### src/rtl/eirq_pkg.sv
package eirq_pkg;
  localparam int unsigned CTRL_MODE_BIT = 0;
  localparam int unsigned CTRL_POL_BIT  = 1;
  localparam int unsigned CTRL_REQ_BIT  = 2;
  localparam int unsigned PRIME_STAGES  = 3;

  typedef enum logic {
    TRIG_EDGE  = 1'b0,
    TRIG_LEVEL = 1'b1
  } trig_kind_e;
endpackage

### src/rtl/eirq_sync.sv
module eirq_sync
  import eirq_pkg::*;
#(
  parameter int unsigned WIDTH = 6
) (
  input  logic             clk,
  input  logic             rst_n,
  input  logic [WIDTH-1:0] pin_async,
  output logic [WIDTH-1:0] lvl,
  output logic [WIDTH-1:0] rise,
  output logic [WIDTH-1:0] fall,
  output logic             primed
);
  logic [WIDTH-1:0]        meta_q, meta_d;
  logic [WIDTH-1:0]        stab_q, stab_d;
  logic [WIDTH-1:0]        prev_q, prev_d;
  logic [PRIME_STAGES-1:0] prime_q, prime_d;

  always_comb begin
    meta_d  = pin_async;
    stab_d  = meta_q;
    prev_d  = stab_q;
    prime_d = {prime_q[PRIME_STAGES-2:0], 1'b1};
  end

  always_ff @(posedge clk or negedge rst_n) begin
    if (!rst_n) begin
      meta_q  <= '0;
      stab_q  <= '0;
      prev_q  <= '0;
      prime_q <= '0;
    end else begin
      meta_q  <= meta_d;
      stab_q  <= stab_d;
      prev_q  <= prev_d;
      prime_q <= prime_d;
    end
  end

  assign primed = prime_q[PRIME_STAGES-1];
  assign lvl    = stab_q;
  assign rise   = stab_q & ~prev_q & {WIDTH{primed}};
  assign fall   = ~stab_q & prev_q & {WIDTH{primed}};

  assert_primed_sticky_R11: assert property (@(posedge clk) disable iff (!rst_n)
    primed |=> primed);
endmodule

### src/rtl/eirq_channel.sv
module eirq_channel
  import eirq_pkg::*;
(
  input  logic clk,
  input  logic rst_n,
  input  logic primed,
  input  logic lvl,
  input  logic rise,
  input  logic fall,
  input  logic mode,
  input  logic pol,
  input  logic both,
  input  logic ack,
  input  logic sw_clr,
  output logic req
);
  trig_kind_e kind;
  logic       edge_hit;
  logic       level_hit;
  logic       trig_event;
  logic       req_q, req_d;

  assign kind = trig_kind_e'(mode);

  always_comb begin
    if (both)      edge_hit = rise | fall;
    else if (pol)  edge_hit = rise;
    else           edge_hit = fall;
    level_hit = primed & (lvl == pol);
    trig_event = (kind == TRIG_LEVEL) ? level_hit : edge_hit;
  end

  always_comb begin
    req_d = req_q;
    if (ack || sw_clr) req_d = 1'b0;
    if (trig_event)    req_d = 1'b1;
  end

  always_ff @(posedge clk or negedge rst_n) begin
    if (!rst_n) req_q <= 1'b0;
    else        req_q <= req_d;
  end

  assign req = req_q;

  assert_set_wins_R8: assert property (@(posedge clk) disable iff (!rst_n)
    trig_event |=> req);
  assert_ack_clears_R6: assert property (@(posedge clk) disable iff (!rst_n)
    (req && ack && !trig_event) |=> !req);
  assert_sticky_R5: assert property (@(posedge clk) disable iff (!rst_n)
    (req && !ack && !sw_clr) |=> req);
  assert_no_spurious_set_R7: assert property (@(posedge clk) disable iff (!rst_n)
    (!req && !trig_event) |=> !req);
  assert_level_single_edge_R5: assert property (@(posedge clk) disable iff (!rst_n)
    (kind == TRIG_LEVEL) |-> !both);
endmodule

### src/rtl/eirq_regs.sv
module eirq_regs
  import eirq_pkg::*;
#(
  parameter int unsigned NUM_CH = 6,
  parameter int unsigned DATA_W = 8,
  parameter int unsigned ADDR_W = 3
) (
  input  logic              clk,
  input  logic              rst_n,
  input  logic              wr_en,
  input  logic [ADDR_W-1:0] addr,
  input  logic [DATA_W-1:0] wdata,
  input  logic [NUM_CH-1:0] req,
  output logic [NUM_CH-1:0] mode,
  output logic [NUM_CH-1:0] pol,
  output logic [NUM_CH-1:0] both,
  output logic [NUM_CH-1:0] sw_clr,
  output logic [DATA_W-1:0] rdata
);
  localparam logic [ADDR_W-1:0] SEL_ADDR = ADDR_W'(NUM_CH);

  logic [NUM_CH-1:0] mode_q, mode_d;
  logic [NUM_CH-1:0] pol_q, pol_d;
  logic [DATA_W-1:0] sel_q, sel_d;
  logic              sel_wr;

  assign sel_wr = wr_en && (addr == SEL_ADDR);

  always_comb begin
    mode_d = mode_q;
    pol_d  = pol_q;
    sel_d  = sel_q;
    sw_clr = '0;
    if (sel_wr) sel_d = wdata;
    for (int i = 0; i < NUM_CH; i++) begin
      if (wr_en && (addr == ADDR_W'(i))) begin
        mode_d[i] = wdata[CTRL_MODE_BIT];
        pol_d[i]  = wdata[CTRL_POL_BIT];
        sw_clr[i] = ~wdata[CTRL_REQ_BIT];
      end
    end
  end

  always_ff @(posedge clk or negedge rst_n) begin
    if (!rst_n) begin
      mode_q <= '0;
      pol_q  <= '0;
      sel_q  <= '0;
    end else begin
      mode_q <= mode_d;
      pol_q  <= pol_d;
      sel_q  <= sel_d;
    end
  end

  always_comb begin
    rdata = '0;
    if (addr == SEL_ADDR) rdata = sel_q;
    for (int i = 0; i < NUM_CH; i++) begin
      if (addr == ADDR_W'(i)) begin
        rdata[CTRL_MODE_BIT] = mode_q[i];
        rdata[CTRL_POL_BIT]  = pol_q[i];
        rdata[CTRL_REQ_BIT]  = req[i];
      end
    end
  end

  assign mode = mode_q;
  assign pol  = pol_q;
  assign both = sel_q[NUM_CH-1:0];

  assert_sel_readback_R9: assert property (@(posedge clk) disable iff (!rst_n)
    sel_wr |=> (sel_q == $past(wdata)));
  assert_cfg_stable_R1: assert property (@(posedge clk) disable iff (!rst_n)
    !wr_en |=> ($stable(mode_q) && $stable(pol_q) && $stable(sel_q)));
endmodule

### src/rtl/ext_irq_ctrl.sv
module ext_irq_ctrl
  import eirq_pkg::*;
#(
  parameter  int unsigned NUM_CH = 6,
  parameter  int unsigned DATA_W = 8,
  localparam int unsigned ADDR_W = $clog2(NUM_CH + 1)
) (
  input  logic              clk,
  input  logic              rst_n,
  input  logic [NUM_CH-1:0] irq_pin,
  input  logic [NUM_CH-1:0] irq_ack,
  output logic [NUM_CH-1:0] irq_req,
  input  logic              reg_wr,
  input  logic [ADDR_W-1:0] reg_addr,
  input  logic [DATA_W-1:0] reg_wdata,
  output logic [DATA_W-1:0] reg_rdata
);
  logic [1:0]        rst_pipe_q, rst_pipe_d;
  logic              rst_int_n;
  logic [NUM_CH-1:0] lvl, rise, fall;
  logic              primed;
  logic [NUM_CH-1:0] mode, pol, both, sw_clr;

  always_comb rst_pipe_d = {rst_pipe_q[0], 1'b1};

  always_ff @(posedge clk or negedge rst_n) begin
    if (!rst_n) rst_pipe_q <= '0;
    else        rst_pipe_q <= rst_pipe_d;
  end

  assign rst_int_n = rst_pipe_q[1];

  eirq_sync #(.WIDTH(NUM_CH)) u_sync (
    .clk       (clk),
    .rst_n     (rst_int_n),
    .pin_async (irq_pin),
    .lvl       (lvl),
    .rise      (rise),
    .fall      (fall),
    .primed    (primed)
  );

  eirq_regs #(.NUM_CH(NUM_CH), .DATA_W(DATA_W), .ADDR_W(ADDR_W)) u_regs (
    .clk    (clk),
    .rst_n  (rst_int_n),
    .wr_en  (reg_wr),
    .addr   (reg_addr),
    .wdata  (reg_wdata),
    .req    (irq_req),
    .mode   (mode),
    .pol    (pol),
    .both   (both),
    .sw_clr (sw_clr),
    .rdata  (reg_rdata)
  );

  for (genvar g = 0; g < NUM_CH; g++) begin : g_ch
    eirq_channel u_ch (
      .clk    (clk),
      .rst_n  (rst_int_n),
      .primed (primed),
      .lvl    (lvl[g]),
      .rise   (rise[g]),
      .fall   (fall[g]),
      .mode   (mode[g]),
      .pol    (pol[g]),
      .both   (both[g]),
      .ack    (irq_ack[g]),
      .sw_clr (sw_clr[g]),
      .req    (irq_req[g])
    );
  end

  assert_reset_quiet_R1: assert property (@(posedge clk)
    !rst_int_n |=> (irq_req == '0));
  assert_ack_onehot_R6: assert property (@(posedge clk) disable iff (!rst_int_n)
    $onehot0(irq_ack));
endmodule

### config.mk
export PLATFORM = sky130hd
export DESIGN_NAME = ext_irq_ctrl
export DESIGN_NICKNAME = d
export VERILOG_FILES = /design/src/rtl/eirq_pkg.sv /design/src/rtl/eirq_sync.sv /design/src/rtl/eirq_channel.sv /design/src/rtl/eirq_regs.sv /design/src/rtl/ext_irq_ctrl.sv
export SDC_FILE = /design/constraint.sdc
export NUM_CORES = 1
export LEC_CHECK = 0
export ABC_AREA = 1
export BUFFER_PORTS_ARGS = -buffer_cell sky130_fd_sc_hd__buf_2
export CAP_MARGIN = 20
export CORE_UTILIZATION = 50
export CTS_BUF_LIST = sky130_fd_sc_hd__clkbuf_16
export DETAILED_ROUTE_END_ITERATION = 10
export PLACE_DENSITY = 0.73
export SYNTH_ARGS = -nofsm -noshare
export SYNTH_HDL_FRONTEND = slang
export SYNTH_SLANG_ARGS = --single-unit
### constraint.sdc
create_clock -name clk -period 2.64 [get_ports clk]
set_clock_uncertainty 0.05 [all_clocks]
set_input_delay 0.132 -clock clk [delete_from_list [all_inputs] [get_ports clk]]
set_output_delay 0.132 -clock clk [all_outputs]
set_load 0.01 [all_outputs]
==> results of run 1 <==
## metal layers
metal / part of all wire / track usage / up-vias
li1: - / - / 838
met1: 0.44 / 0.272 / 797
met2: 0.49 / 0.345 / 45
met3: 0.050 / 0.0719 / 9
met4: 0.023 / 0.114 / 0
met5: 0 / 0 / -
## registers in the layout (all words and copies together) (netlist names)
register,count
u_regs.sel_q,8
g_ch.u_ch.req,6
u_regs.mode,6
u_regs.pol,6
u_sync.lvl,6
u_sync.meta_q,6
u_sync.prev_q,6
u_sync.prime_q,3
rst_pipe_q,2
## how the worst min path moves through the flow
stage / slack [ps] / to / cells past startpoint
6_report: 40 / u_regs.sel_q[5] / 3
5_1_grt: 50 / u_regs.sel_q[5] / 3
4_1_cts: 40 / u_regs.sel_q[5] / 3
3_5_place_dp: -130 / rst_pipe_q[0] / 1
3_3_place_gp: -130 / rst_pipe_q[0] / 1
2_1_floorplan: -210 / rst_pipe_q[0] / 0
## cell families after synthesis
| kind of cell | count (synthesis) | share of synthesized area |
|---|---|---|
| AOI/OAI and AO/OA | 37 | 0.0949 |
| DFF | 49 | 0.581 |
| and+or+nand+nor | 104 | 0.218 |
| other | 1 | 0.00178 |
| buffers and inverters | 37 | 0.0836 |
| xor gates and xnor gates | 5 | 0.0208 |
## layout by cell type, fill, tap and decap left out
| cell | Yosys | layout |
|---|---|---|
| a21oi_1 | 8 | 8 |
| buf_12 | 0 | 1 |
| buf_2 | 0 | 39 |
| clkbuf_16 | 0 | 5 |
| clkinv_1 | 0 | 2 |
| clkinv_2 | 0 | 1 |
| conb_1 | 1 | 2 |
| dfrtp_1 | 49 | 48 |
| dfrtp_2 | 0 | 1 |
| dlygate4sd3_1 | 0 | 7 |
| inv_1 | 27 | 27 |
| inv_2 | 2 | 2 |
| nand2_1 | 53 | 53 |
| nand2_2 | 1 | 1 |
| nand3_1 | 9 | 9 |
| nand3b_1 | 4 | 4 |
| nand4_1 | 9 | 9 |
| nor2_1 | 25 | 25 |
| nor2_2 | 2 | 2 |
| nor3_4 | 1 | 1 |
| o211ai_1 | 5 | 5 |
| o21a_1 | 1 | 1 |
| o21ai_0 | 20 | 20 |
| o21ai_1 | 3 | 3 |
| xnor2_1 | 3 | 3 |
| xor2_1 | 2 | 2 |
## through the flow
stage          instance area (sq um)  hold WS (ps)
5_1_grt                         2530          45.7
3_5_place_dp                    2300          -131
6_report                        2530          41.4
4_1_cts                         2510          41.3
3_3_place_gp                    2300          -131
2_1_floorplan                   2110          -214
## power breakdown
part	total, mW	switching (mW)	internal, mW
Combinational	0.270	0.154	0.116
Sequential	0.926	0.0771	0.849
Clock	0.599	0.257	0.342
## layout make-up
type,instances,share of cell area
multi-input cells,148,0.281
repair buffers,47,0.113
well taps,50,0.0247
flip-flops and latches,49,0.485
clock buffers,5,0.0494
inverters,29,0.0430
clock inverters,3,0.00494
## critical path: stages (launching register included)
cell,delay [ps]
dfrtp_1,410
nand4_1,130
nand3_1,110
nor2_1,120
nand4_1,80
buf_2,140
==> flow_metrics.tcl, run 1 <==
set metrics [dict create \
    outcome "finished, final reports clean" \
    synth_edf_count 0 \
    numClockSinks 49 \
    synth_cells 233 \
    wl_per_cell_um 12.7 \
    fin_nets 306 \
    die_w_um 67.0 \
    grt_pass1_wl_mm 6.93 \
    firstDrtPassIters 4 \
    setup_slack_ps 1170 \
    portBuffers 39 \
    synth.avg_cell_area_sq_um 9.05 \
    die_area_sq_mm 0.00448 \
    diodes 0 \
    synthArstFlopShare 1.00 \
    dr_total_vias 1689 \
    synth_top_area_cell "dfrtp_1" \
    worstSetupPathType "register to primary output" \
    hp-start "reg_wdata[5]" \
    fill_cells 350 \
    cts.clk_slew.worst_paths_ps 60 \
    ys_top_cells_by_area "dfrtp_1 (58%), nand2_1 (9.4%), inv_1 (4.8%)" \
    r2r_start "u_sync.lvl[1]" \
    gp_congestion 0.928 \
    total_power_mw 1.79 \
    area_delta_synth_final_pct 20.0 \
    grt_pass1_vias 1587 \
    drcViolationCount 0 \
    drive_gt1_frac 0.189 \
    hpwlAfterDp_mm 2.98 \
    clockBufferDepth 2 \
    cts_resized 0 \
    synth_common_cells "nand2_1 (53), dfrtp_1 (49), inv_1 (27)" \
    cts_root_buf "clkbuf_16" \
    coreArea_sq_mm 0.00403 \
    placed_cells 315 \
    syn_area_sq_mm 0.00211 \
    synth_top_area_frac 0.581 \
    ys_seq_area_frac 0.581 \
    clock.fmax_ghz 0.682 \
    fin_tns_setup_ps 0 \
    end_kind "primary output" \
    ys_ff_latch 49 \
    required_ps 2460 \
    min_path_type "input pin to register" \
    drt-vias-per-instance 5.10 \
    fin_cells 331 \
    period_share 0.556 \
    place_ws_ps 1370 \
    synth_top_flop_cell "dfrtp_1" \
    drt_iter0_drc 99 \
    cap_viol_max_count 0 \
    rows 23 \
    p_leak_nw 1.28 \
    start_util 0.524 \
    fin_util 0.629 \
    arrival_ps 1280 \
    io_pins 40 \
    drt.antenna.violating_nets 0 \
    wl_mm 4.19 \
    grt_max_degree 48 \
    worst-path-max-fanout 3 \
    synth_most_common_cell "nand2_1" \
    yosysUniqueCellTypes 21 \
    cp-endpoint "reg_rdata[2]" \
    startpoint "g_ch[1].u_ch.req" \
    antenna_found_initial 0 \
    reg2regPathDepth 4 \
    cts_buffers 5 \
    htree_levels 2 \
    grt_usage 0.221 \
    cts_setup_buffers 0 \
    rsz0062_at_grt "false" \
    finalHoldViolCount 0 \
    die_y_um 67.0 \
    pwr_density_cell_mw_per_mm2 709 \
    grt_overflow 0 \
    vdd_drop_max_uv 495 \
    maxSlewViolCount 0 \
    cts_tree "done" \
    fin_crit_ps 1470 \
    seq_area_sq_mm 0.00123 \
    r2r-end "g_ch[1].u_ch.req" \
    reg2reg_setup_slack_ps 1660 \
    multiInputGateArea_sq_um 711 \
    ys_warn_count 0 \
    cp-start-kind "register" \
    hold_buffers 7 \
    finalSetupViolCount 0 \
    insertion_delay_ps 290 \
]
No activity file was read; power rests on OpenSTA's default activity.
==> run 2, diff against run 1 <==
- ABC_AREA: 1 -> 0
- clock period: 2.64 -> 1.5 ns (I/O delays scaled with it)
==> flow_metrics.tcl, run 2 <==
set metrics [dict create \
    end_kind "primary output" \
    finalHoldViolCount 0 \
    numClockSinks 49 \
    largest_reg_flops 8 \
    synth_compound_area_frac 0.0923 \
    grt_max_degree 27 \
    layout_common_cells "dfrtp_1 (48), buf_2 (39), dlygate4sd3_1 (16)" \
    fin_crit_ps 1530 \
    yosysUniqueCellTypes 34 \
    placed_cells 256 \
    max_slew_margin 0.648 \
    synthArstFlopShare 1.00 \
    r2r_start "u_regs.mode[5]" \
    die_y_um 67.9 \
    drt.antenna.violating_nets 0 \
    antenna_found_initial 0 \
    synth_top_area_cell "dfrtp_1" \
    synth.avg_cell_area_sq_um 12.6 \
    die_w_um 67.9 \
    synth_top_area_frac 0.565 \
    min_path_type "input pin to asynchronous set/reset pin" \
    p_leak_nw 1.31 \
    worstSetupPathType "register to primary output" \
    wl_mm 4.69 \
    dr_total_vias 1541 \
    drt_iter0_drc 121 \
    fin_nets 260 \
    grt_usage 0.231 \
    die_area_sq_mm 0.00460 \
    coreArea_sq_mm 0.00409 \
    htree_levels 2 \
    total_power_mw 3.47 \
    ys_top_cells_by_area "dfrtp_1 (57%), mux2_2 (7.8%), mux2_4 (5.5%)" \
    firstDrtPassIters 4 \
    synth_cells 172 \
    rsz0062_at_grt "true" \
    setup_slack_ps -27.1 \
    cts_root_buf "clkbuf_16" \
    cts.clk_slew.worst_paths_ps 60 \
    synthMuxAreaShare 0.147 \
    period_share 1.02 \
    diodes 0 \
    pwr_density_cell_mw_per_mm2 1240 \
    cap_viol_max_count 0 \
    area_delta_synth_final_pct 29.5 \
    synth_common_cells "dfrtp_1 (49), mux2_2 (15), inv_1 (11)" \
    grt_overflow 0 \
    insertion_delay_ps 290 \
    maxSlewViolCount 0 \
    synth_most_common_cell "dfrtp_1" \
    worst-path-max-fanout 3 \
    clock.fmax_ghz 0.655 \
    ys_seq_area_frac 0.565 \
    start_util 0.531 \
    synthXorXnorAreaFrac 0.0323 \
    r2r-end "g_ch[5].u_ch.req" \
    reg2reg_setup_slack_ps 330 \
    cp-start-kind "register" \
    tightest_slew_ps 527 \
    startpoint "u_regs.mode[0]" \
    top_register "u_regs.sel_q" \
    io_pins 40 \
    grt_pass1_vias 1536 \
    finalSetupViolCount 3 \
    synth_top_family_by_area "multiplexers" \
    drcViolationCount 0 \
    wl_per_cell_um 16.4 \
    portBuffers 39 \
    syn_area_sq_mm 0.00217 \
    grt_pass1_wl_mm 7.45 \
    drive_gt1_frac 0.379 \
    rows 23 \
    ys_ff_latch 49 \
    hpwlAfterDp_mm 3.25 \
    clockBufferDepth 2 \
    synth-simple-area-share 0.0981 \
    cts_tree "done" \
    drt-vias-per-instance 5.41 \
    arrival_ps 1400 \
    reg2regPathDepth 3 \
    fin_cells 285 \
    outcome "complete, but fails checks" \
    vdd_drop_max_uv 958 \
    ys_warn_count 0 \
    synth_top_flop_cell "dfrtp_1" \
    synth_edf_count 0 \
    place_ws_ps 125 \
    required_ps 1370 \
    fin_tns_setup_ps -64.4 \
    gp_congestion 0.810 \
    cts_buffers 5 \
    layout_commonest_cell "dfrtp_1" \
    synthAdderAreaFrac 0 \
    violations "negative setup slack" \
]
## run 2: cell types whose count changed after synthesis, moves of 8 or more
cell	previous run	this run
nand3_1	9	0
inv_1	27	11
nand2_1	53	1
nor2_1	25	4
nand4_1	9	0
o21ai_0	20	7
mux2_4	0	8
mux2_2	0	15
## run 2: layout make-up
cell class	instances	area, sq um
fill	306	1280
sequential	49	1230
multi-input combinational	100	892
timing repair buffer	66	438
clock buffer	5	125
tap	50	62.6
inverter	12	47.5
clock inverter	3	15.0
## run 2: cells by family (layout without fill, tap and decap cells)
| kind of cell | after synthesis | after routing |
|---|---|---|
| xor+xnor | 8 | 8 |
| compound gates | 29 | 29 |
| other cells | 1 | 2 |
| flops | 49 | 49 |
| simple gates | 35 | 35 |
| mux | 26 | 26 |
| buf+inv | 24 | 86 |
## run 2: critical path, stage by stage, from the launching register on
cell      delay [ps]
dfrtp_1          400
mux2_4           300
o221ai_4         160
a221oi_2          80
buf_2            170
## run 2: where the power goes
part | switching, mW | total [mW] | internal (mW)
clock | 0.456 | 1.06 | 0.605
combinational | 0.312 | 0.728 | 0.416
sequential | 0.169 | 1.68 | 1.51
total | 0.937 | 3.47 | 2.53
## run 2: worst max path at each step
stage                     cells after the start               to  slack (ps)
after floorplan                               5     reg_rdata[0]         270
after global placement                        5  u_regs.sel_q[6]         150
after detailed placement                      5     reg_rdata[0]         120
after CTS                                     4     reg_rdata[1]         -40
after global routing                          4     reg_rdata[1]         -90
final                                         4     reg_rdata[0]         -30
## run 2: metrics by stage
step            util  instance area, sq um  hold WS [ps]
2_1_floorplan      -                  2170          -271
3_3_place_gp   0.584                  2390          -191
3_5_place_dp   0.584                  2390          -187
4_1_cts        0.678                  2770          38.2
5_1_grt        0.687                  2810          57.4
6_report       0.687                  2810          42.5
## run 2: layer usage
metal / vias up / part of all wire / global-route usage / wire, um
li1: 722 / - / - / -
met1: 767 / 0.42 / 0.297 / 1970
met2: 46 / 0.52 / 0.376 / 2440
met3: 6 / 0.046 / 0.0617 / 215
met4: 0 / 0.012 / 0.0781 / 57
met5: - / 0 / 0 / 0
## run 2: repair_timing
| item | 4_1_cts | 5_1_grt |
|---|---|---|
| buffers inserted | 3 | 2 |
| hold buffers | 16 | 0 |
| endpoints found under the setup margin | 3 | 3 |
| endpoints found under the hold margin | 17 | 0 |
| gates resized for setup | 10 | 2 |
| pin swaps | 0 | 0 |
